===== src/rtl/drift_trim_pkg.sv =====
// Shared field layout of the trim word.
package drift_trim_pkg;

    localparam int TRIM_CW = 6;

    typedef enum logic [1:0] {
        DIR_NONE = 2'd0,
        DIR_ADD  = 2'd1,
        DIR_SUB  = 2'd2,
        DIR_RSVD = 2'd3
    } trim_dir_e;

    typedef struct packed {
        trim_dir_e           dir;
        logic [TRIM_CW-1:0]  cnt;
    } trim_word_t;

endpackage


===== src/rtl/drift_trim_regs.sv =====
// Trim word and control bits.
// The interval bit is locked while a direction code is armed.
// Assumes the writes are synchronous to clk.
module drift_trim_regs
    import drift_trim_pkg::*;
(
    input  logic       clk,
    input  logic       rst_n,
    input  logic       trim_wr,
    input  logic [7:0] trim_wdata,
    input  logic       ctl_wr,
    input  logic       ctl_trim_en,
    input  logic       ctl_short_ivl,
    output trim_word_t trim_q,
    output logic       trim_en_q,
    output logic       short_ivl_q
);

    // Store the trim word.
    always_ff @(posedge clk) begin
        if (!rst_n)       trim_q <= '0;
        else if (trim_wr) trim_q <= trim_word_t'(trim_wdata);
    end

    // Store the control bits; the interval bit changes only while no direction is armed.
    always_ff @(posedge clk) begin
        if (!rst_n) begin
            trim_en_q   <= 1'b0;
            short_ivl_q <= 1'b0;
        end else if (ctl_wr) begin
            trim_en_q <= ctl_trim_en;
            if (trim_q.dir == DIR_NONE) short_ivl_q <= ctl_short_ivl;
        end
    end


    ivl_lock_chk: assert property (@(posedge clk) disable iff (!rst_n)
        (short_ivl_q != $past(short_ivl_q)) |-> ($past(ctl_wr) && $past(trim_q.dir) == DIR_NONE));

endmodule


===== src/rtl/drift_sec_track.sv =====
// Counts seconds ticks since reset and flags the period that closes an interval.
// Assumes LONG_SECS is a multiple of SHORT_SECS.
module drift_sec_track #(
    parameter int SHORT_SECS = 10,
    parameter int LONG_SECS  = 60
) (
    input  logic clk,
    input  logic rst_n,
    input  logic sec_tick,
    input  logic short_ivl,
    output logic last_sec
);

    localparam int GROUPS = LONG_SECS / SHORT_SECS;
    localparam int UW     = (SHORT_SECS > 1) ? $clog2(SHORT_SECS) : 1;
    localparam int GW     = (GROUPS > 1) ? $clog2(GROUPS) : 1;

    logic [UW-1:0] units;
    logic [GW-1:0] group;

    // Advance the two-level seconds counter on every tick.
    always_ff @(posedge clk) begin
        if (!rst_n) begin
            units <= '0;
            group <= '0;
        end else if (sec_tick) begin
            if (units == UW'(SHORT_SECS - 1)) begin
                units <= '0;
                group <= (group == GW'(GROUPS - 1)) ? '0 : group + 1'b1;
            end else begin
                units <= units + 1'b1;
            end
        end
    end

    // Flag the final second of a short or long interval.
    always_comb begin
        last_sec = (units == UW'(SHORT_SECS - 1)) && (short_ivl || group == GW'(GROUPS - 1));
    end


    units_range_chk: assert property (@(posedge clk) disable iff (!rst_n)
        units < UW'(SHORT_SECS));


    group_range_chk: assert property (@(posedge clk) disable iff (!rst_n)
        group < GW'(GROUPS));

endmodule


===== src/rtl/drift_prescaler.sv =====
// Seconds prescaler with a per-period terminal count.
// Assumes PRESC_CYCLES exceeds the largest trim count.
module drift_prescaler
    import drift_trim_pkg::*;
#(
    parameter int PRESC_CYCLES = 32768,
    parameter int PW           = 16
) (
    input  logic               clk,
    input  logic               rst_n,
    input  logic               apply_add,
    input  logic               apply_sub,
    input  logic [TRIM_CW-1:0] trim_cnt,
    output logic               sec_tick,
    output logic [PW-1:0]      term
);

    localparam int MAX_TERM = PRESC_CYCLES - 1 + (1 << TRIM_CW) - 1;

    logic [PW-1:0] cnt;

    // Select this period's terminal count.
    always_comb begin
        term = PW'(PRESC_CYCLES - 1);
        if (apply_add)      term = PW'(PRESC_CYCLES - 1) - PW'(trim_cnt);
        else if (apply_sub) term = PW'(PRESC_CYCLES - 1) + PW'(trim_cnt);
    end

    // Fire the tick once the count reaches the terminal count.
    always_comb begin
        sec_tick = (cnt >= term);
    end

    // Count oscillator cycles and restart on each tick.
    always_ff @(posedge clk) begin
        if (!rst_n)        cnt <= '0;
        else if (sec_tick) cnt <= '0;
        else               cnt <= cnt + 1'b1;
    end


    restart_chk: assert property (@(posedge clk) disable iff (!rst_n)
        sec_tick |=> (cnt == '0));


    cnt_bound_chk: assert property (@(posedge clk) disable iff (!rst_n)
        cnt <= PW'(MAX_TERM));

endmodule


===== src/rtl/drift_trim.sv =====
// Top of the drift trimmer.
// The trim is applied only on the prescaler period that closes an interval.
module drift_trim
    import drift_trim_pkg::*;
#(
    parameter int PRESC_CYCLES = 32768,
    parameter int SHORT_SECS   = 10,
    parameter int LONG_SECS    = 60
) (
    input  logic       clk,
    input  logic       rst_n,
    input  logic       trim_wr,
    input  logic [7:0] trim_wdata,
    input  logic       ctl_wr,
    input  logic       ctl_trim_en,
    input  logic       ctl_short_ivl,
    output logic [7:0] trim_q,
    output logic       trim_en_q,
    output logic       short_ivl_q,
    output logic       sec_tick,
    output logic [$clog2(PRESC_CYCLES+64)-1:0] period_len
);

    localparam int PW = $clog2(PRESC_CYCLES + 64);

    trim_word_t word_q;
    logic       last_sec;
    logic       apply;

    drift_trim_regs u_regs (
        .clk(clk), .rst_n(rst_n),
        .trim_wr(trim_wr), .trim_wdata(trim_wdata),
        .ctl_wr(ctl_wr), .ctl_trim_en(ctl_trim_en), .ctl_short_ivl(ctl_short_ivl),
        .trim_q(word_q), .trim_en_q(trim_en_q), .short_ivl_q(short_ivl_q)
    );

    drift_sec_track #(.SHORT_SECS(SHORT_SECS), .LONG_SECS(LONG_SECS)) u_track (
        .clk(clk), .rst_n(rst_n),
        .sec_tick(sec_tick), .short_ivl(short_ivl_q), .last_sec(last_sec)
    );

    // Arm the trim only on the boundary period with trimming enabled.
    always_comb begin
        apply = trim_en_q && last_sec;
    end

    drift_prescaler #(.PRESC_CYCLES(PRESC_CYCLES), .PW(PW)) u_presc (
        .clk(clk), .rst_n(rst_n),
        .apply_add(apply && word_q.dir == DIR_ADD),
        .apply_sub(apply && word_q.dir == DIR_SUB),
        .trim_cnt(word_q.cnt),
        .sec_tick(sec_tick), .term(period_len)
    );

    // Expose the stored trim word.
    always_comb begin
        trim_q = word_q;
    end


    nominal_period_chk: assert property (@(posedge clk) disable iff (!rst_n)
        !last_sec |-> (period_len == PW'(PRESC_CYCLES - 1)));


    trim_off_chk: assert property (@(posedge clk) disable iff (!rst_n)
        !trim_en_q |-> (period_len == PW'(PRESC_CYCLES - 1)));


    no_dir_chk: assert property (@(posedge clk) disable iff (!rst_n)
        (word_q.dir == DIR_NONE || word_q.dir == DIR_RSVD) |-> (period_len == PW'(PRESC_CYCLES - 1)));

endmodule


===== config.mk =====
export PLATFORM = sky130hd
export DESIGN_NAME = drift_trim
export DESIGN_NICKNAME = d
export VERILOG_FILES = /design/src/rtl/drift_trim_pkg.sv /design/src/rtl/drift_trim_regs.sv /design/src/rtl/drift_sec_track.sv /design/src/rtl/drift_prescaler.sv /design/src/rtl/drift_trim.sv
export SDC_FILE = /design/constraint.sdc
export NUM_CORES = 1
export LEC_CHECK = 0
export ABC_AREA = 0
export BUFFER_PORTS_ARGS = -buffer_cell sky130_fd_sc_hd__buf_2
export CORE_UTILIZATION = 40
export DETAILED_ROUTE_END_ITERATION = 6
export HOLD_SLACK_MARGIN = 0.12
export SETUP_SLACK_MARGIN = 0.02
export SLEW_MARGIN = 20
export SYNTH_ARGS = -nofsm -noshare
export SYNTH_HDL_FRONTEND = slang
export SYNTH_HIERARCHICAL = 1
export SYNTH_SLANG_ARGS = --single-unit

===== constraint.sdc =====
create_clock -name clk -period 3.8 [get_ports clk]
set_clock_uncertainty 0.15 [all_clocks]
set_input_delay 0.76 -clock clk [delete_from_list [all_inputs] [get_ports clk]]
set_output_delay 0.76 -clock clk [all_outputs]
set_load 0.02 [all_outputs]

; ---- Word-level counts from Yosys, hierarchy flattened
; Index checks and enable logic that the tools add are counted.
[totals]
out_inout_bits = 27
in_bits = 14
word_cells = 31
ff_bits = 33
[op_classes]
addsub = 5
bitwise_logic = 1
n_lt_le_gt_ge = 1
muxes = 4
n_reduce_logical = 9
eq_ne = 4
[ops]
columns = operator, n
row1 = $mux W16, 2
row2 = $add A15 B6 Y16 const A, 1
row3 = $add A16 B1 Y16 const B, 1
row4 = $ge A16 B16 Y1, 1
row5 = $sub A15 B6 Y16 const A, 1
row6 = $add A4 B1 Y4 const B, 1
row7 = $eq A4 B4 Y1 const B, 1
row8 = $logic_and A1 B1 Y1, 4
row9 = $mux W4, 1
row10 = $reduce_and A2 Y1, 2
row11 = $add A3 B1 Y3 const B, 1
row12 = $eq A3 B3 Y1 const B, 1
row13 = $mux W3, 1
row14 = $eq A2 B1 Y1 const B, 1
row15 = $eq A2 B2 Y1 const B, 1
row16 = $logic_not A2 Y1, 1
row17 = $reduce_or A2 Y1, 1
row18 = $logic_or A1 B1 Y1, 1
row19 = $not A1 Y1, 1

; ---- Longest topological paths before layout
[logic_depth]
word_depth = 9
depth_mapped = 16
depth_no_buf = 15

; ---- Hierarchy
; The synthesis kept the hierarchy.
[by_module_without_submodules]
columns = module, area_per_inst_um2, seq_area_each_um2, n_inst, cells_each
row1 = drift_prescaler, 1263.7, 320.3, 1, 160
row2 = drift_trim_regs, 392.9, 200.2, 1, 34
row3 = drift_sec_track, 350.3, 140.1, 1, 40
row4 = drift_trim, 20.0, 0.0, 1, 2

; ---- Least setup slack after synthesis
; No wires, ideal clock.
[synth_timing]
kind = register to output
start = register u_track.units[1]
end = output sec_tick
arrival_time_ns = 3.055
path_stages_with_launch = 11
path_slack_ns = -0.165
n_path_buf = 1
cell_sequence = dfxtp_1 -> and4bb_1 -> o21a_1 -> and4b_1 -> clkbuf_1 -> o21ai_0 -> ha_1 -> nand2b_4 -> a2111o_1 -> a31oi_1 -> nand3_1
[synth_via]
elab_chain_len = 7
[synth_lines]
columns = element, line_no
row1 = "start, declared", drift_sec_track.sv:18  ; logic [UW-1:0] units;
row2 = "start signal, assigned", drift_sec_track.sv:31  ; units <= units + 1'b1;
row3 = $eq A4 B4 Y1 *, drift_sec_track.sv:38  ; last_sec = (units == UW'(SHORT_SECS - 1)) && (short_ivl || group == GW'(GROUPS - 1));
row4 = $logic_and A1 B1 Y1 *, drift_sec_track.sv:38
row5 = net last_sec, drift_trim.sv:27  ; logic last_sec;
row6 = $logic_and A1 B1 Y1 *, drift_trim.sv:44  ; apply = trim_en_q && last_sec;
row7 = $logic_and A1 B1 Y1, drift_trim.sv:50  ; .apply_sub(apply && word_q.dir == DIR_SUB),
row8 = $mux W16, drift_prescaler.sv:26  ; else if (apply_sub) term = PW'(PRESC_CYCLES - 1) + PW'(trim_cnt);
row9 = $mux W16 *, drift_prescaler.sv:25  ; if (apply_add) term = PW'(PRESC_CYCLES - 1) - PW'(trim_cnt);
row10 = net period_len[0], drift_trim.sv:21  ; output logic [$clog2(PRESC_CYCLES+64)-1:0] period_len
row11 = $ge A16 B16 Y1 *, drift_prescaler.sv:31  ; sec_tick = (cnt >= term);
row12 = "end, declared", drift_trim.sv:20  ; output logic sec_tick,
; Mark *: on every way through the listed nets, which the timed path passes. The rest lies on a longest branch.

; ---- Worst setup path in the final report
[layout_timing]
start = register u_track.units[2]
end = output sec_tick
[layout_via]
elab_chain_len = 7
[layout_lines]
columns = element, line_no
row1 = $eq A4 B4 Y1 *, drift_sec_track.sv:38
row2 = $logic_and A1 B1 Y1 *, drift_sec_track.sv:38
row3 = net last_sec, drift_trim.sv:27
row4 = $logic_and A1 B1 Y1 *, drift_trim.sv:44
row5 = $logic_and A1 B1 Y1, drift_trim.sv:50
row6 = $mux W16, drift_prescaler.sv:26
row7 = $mux W16 *, drift_prescaler.sv:25
row8 = $ge A16 B16 Y1 *, drift_prescaler.sv:31
; Marked as above.

==> reports/qor.csv <==
metric,value,unit
nets,333,
htreeDepth,2,
finalHoldViolations,0,
routedWlPerCell,12.87,um
path_clk_slew,0.06,ns
antenna_left,0,
core_area,4786,um^2
post-route-drc-count,0,
grt_usage,0.1830,
dr.first_iter.drc_count,61,
synthXorXnorAreaFrac,0.06914,
cp.arrival,2.85,ns
finalWirelength,4.722,mm
yosys_warnings,6,
grt_pass1_vias,1644,
avgSynthCellArea,8.589,um^2
start_kind,flop,
vias,1861,
grt_first_pass_wirelength,7.541,mm
final_area,2744,um^2
rsz0062_at_grt,yes,
timing.fmax,266.3,MHz
clock_latency,0.28,ns
power,700.4,uW
critPathKind,flop to output port,
antenna_cells,0,
synth_top_family_by_area,simple AND/OR/NAND/NOR gates,
antenna_found_initial,0,
synth_mux_area_frac,0.06975,
fp.dieW,73.19,um
cts_sinks,33,
yosys-top-cells-area,"dfxtp_1, ha_1, mux2i_1",
dieArea,5356,um^2
clock_path_buffers,2,
status,"complete, no violations",
dr.pass1.iters,4,
cp_max_fo,6,
period_needed,3.756,ns
synth.top_cell.area_share,0.3259,
worstSetupEndpointType,output port,
final_cells,367,
p_leak,1.277,nW
peakVddDrop,0.1958,mV
async_flop_share,0,
synthAdderAreaFrac,0.1173,
ios,41,
root_buffer,clkbuf_8,
tightest_slew,0.4507,ns
cp.required,2.89,ns
finalCritPeriodShare,0.9883,
setup_violations,0,
grt_overflow_total,0,
hold_class,flop to flop,
drv_cap,0,
die_h,73.19,um
portBuffers,40,
ys_ff_latch,33,
drive_above_1_share,0.3633,
p_per_area,255.3,nW/um^2
synth-edff-count,0,
synth_seq_area_share,0.3259,
synth_largest_area_cell,dfxtp_1,
post-place-cells,344,
synth-compound-area-share,0.09012,
cts_tree,done,
report.final.slew_viol_count,0,
grt_max_degree,24,
num_rows,25,
max_slew_margin,0.6988,
ys.flop_type,dfxtp_1,
netlist_instances,236,
synth_cell_types,44,
cts_buffers,5,
syn-num-nets,269,
viasPerCell,5.071,
start_util,0.4235,
synthSimpleGateAreaFrac,0.2660,
syn2layout_area_growth,35.37,%
place.gp.congestion,0.8737,
syn-cell-area,2027,um^2
dpl_cell_area,2331,um^2
dp_hpwl,3.292,mm
registers in the layout, indices dropped and copies added (netlist names):
name	flops
u_presc/cnt	16
u_regs/short_ivl_q	1
u_regs/trim_en_q	1
u_regs/trim_q	8
u_track/group	3
u_track/units	4
synthesized netlist by cell type, drive strengths merged, types with 2 or more instances:
cell / instances
xor2: 6
a21oi: 9
o21ai: 3
ha: 19
dfxtp: 33
nor2b: 11
nor3: 6
mux2i: 13
a21o: 5
xnor2: 10
nor4: 2
and2: 2
a21boi: 2
o31ai: 2
nand4: 7
nor2: 26
o21a: 2
nand2b: 5
nand2: 24
clkbuf: 2
nand3: 7
buf: 7
inv: 16
and4b: 2
nor3b: 4
path summary, 6_finish.rpt:
check / start / endpoint / slack, ns / cells after the start
hold reg to reg: u_regs/short_ivl_q / u_regs/short_ivl_q / 0.33 / 2
hold / removal: u_regs/short_ivl_q / u_regs/short_ivl_q / 0.33 / 2
setup / recovery: u_track/units[2] / sec_tick / 0.04 / 12
setup reg to reg: u_track/units[2] / u_track/units[1] / 0.45 / 15
metal layers:
metal  up-vias  global-route usage  share of wire
met5         -                   0              0
li1        937                   -              -
met2        47              0.3117           0.49
met4         0             0.05882          0.021
met1       868              0.2284           0.44
met3         9             0.04006          0.045
report_power, final:
part | internal (mW) | switching, mW | total (mW)
combinational | 0.0370 | 0.0403 | 0.0773
sequential | 0.355 | 0.0118 | 0.367
clock | 0.143 | 0.113 | 0.256
total | 0.536 | 0.165 | 0.700
timing repair:
action / 4_1_cts / 5_1_grt
resized for setup: 19 / 22
buffers inserted: 8 / 8
hold buffers: 0 / 0
pin swaps: 6 / 8
cloned: 0 / 0
setup endpoints to repair: 1 / 1
final cells by class:
cell class / instances / area [um^2]
Fill cell: 428 / 2042
Multi-Input combinational cell: 178 / 1436
Sequential cell: 33 / 664.4
Timing Repair Buffer: 66 / 412.9
Clock buffer: 7 / 86.33
Tap cell: 67 / 83.83
Inverter: 16 / 60.06
cells in the final DEF (no fill, tap or decap), drive strengths merged, types with 4 or more instances in the layout:
master  instances
a21o            5
nor2b          11
ha             19
inv            16
a21oi           9
nand3           7
nand4           7
nand2          24
buf            66
dfxtp          33
nor3            6
clkbuf          7
nand2b          5
nor2           26
xor2            6
nor3b           4
xnor2          10
mux2i          13
critical path, cell delays in order, from the launching register on:
cell      delay (ns)
dfxtp_2         0.32
and4bb_1        0.28
o21a_1          0.13
and4b_2         0.29
nand2b_4        0.19
a21o_1          0.16
inv_2           0.08
ha_1            0.35
nand2_4         0.11
nor4_4          0.33
a31oi_4         0.13
nand3_2         0.09
buf_6           0.12
metrics by stage:
| step | util | TNS (ns) | hold slack, ns | worst slack [ns] |
|---|---|---|---|---|
| global route | 0.5733 | -0.08414 | 0.3459 | -0.08414 |
| CTS | 0.5341 | 0 | 0.3259 | 0.01816 |
| floorplan | - | 0 | 0.2871 | 0.03906 |
| detailed placement | 0.4871 | 0 | 0.3171 | 0.07095 |
| finish | 0.5733 | 0 | 0.3251 | 0.04446 |
| global placement | 0.4871 | 0 | 0.3110 | 0.07514 |
cells by family (layout without fill, tap and decap cells):
family	count (synthesis)	in the layout
flops	33	33
fa+ha+maj	19	19
simple gates	101	101
xor+xnor	16	16
buf+inv	25	89
compound gates	28	28
mux	14	14
Power figures use the tool's default switching activity.
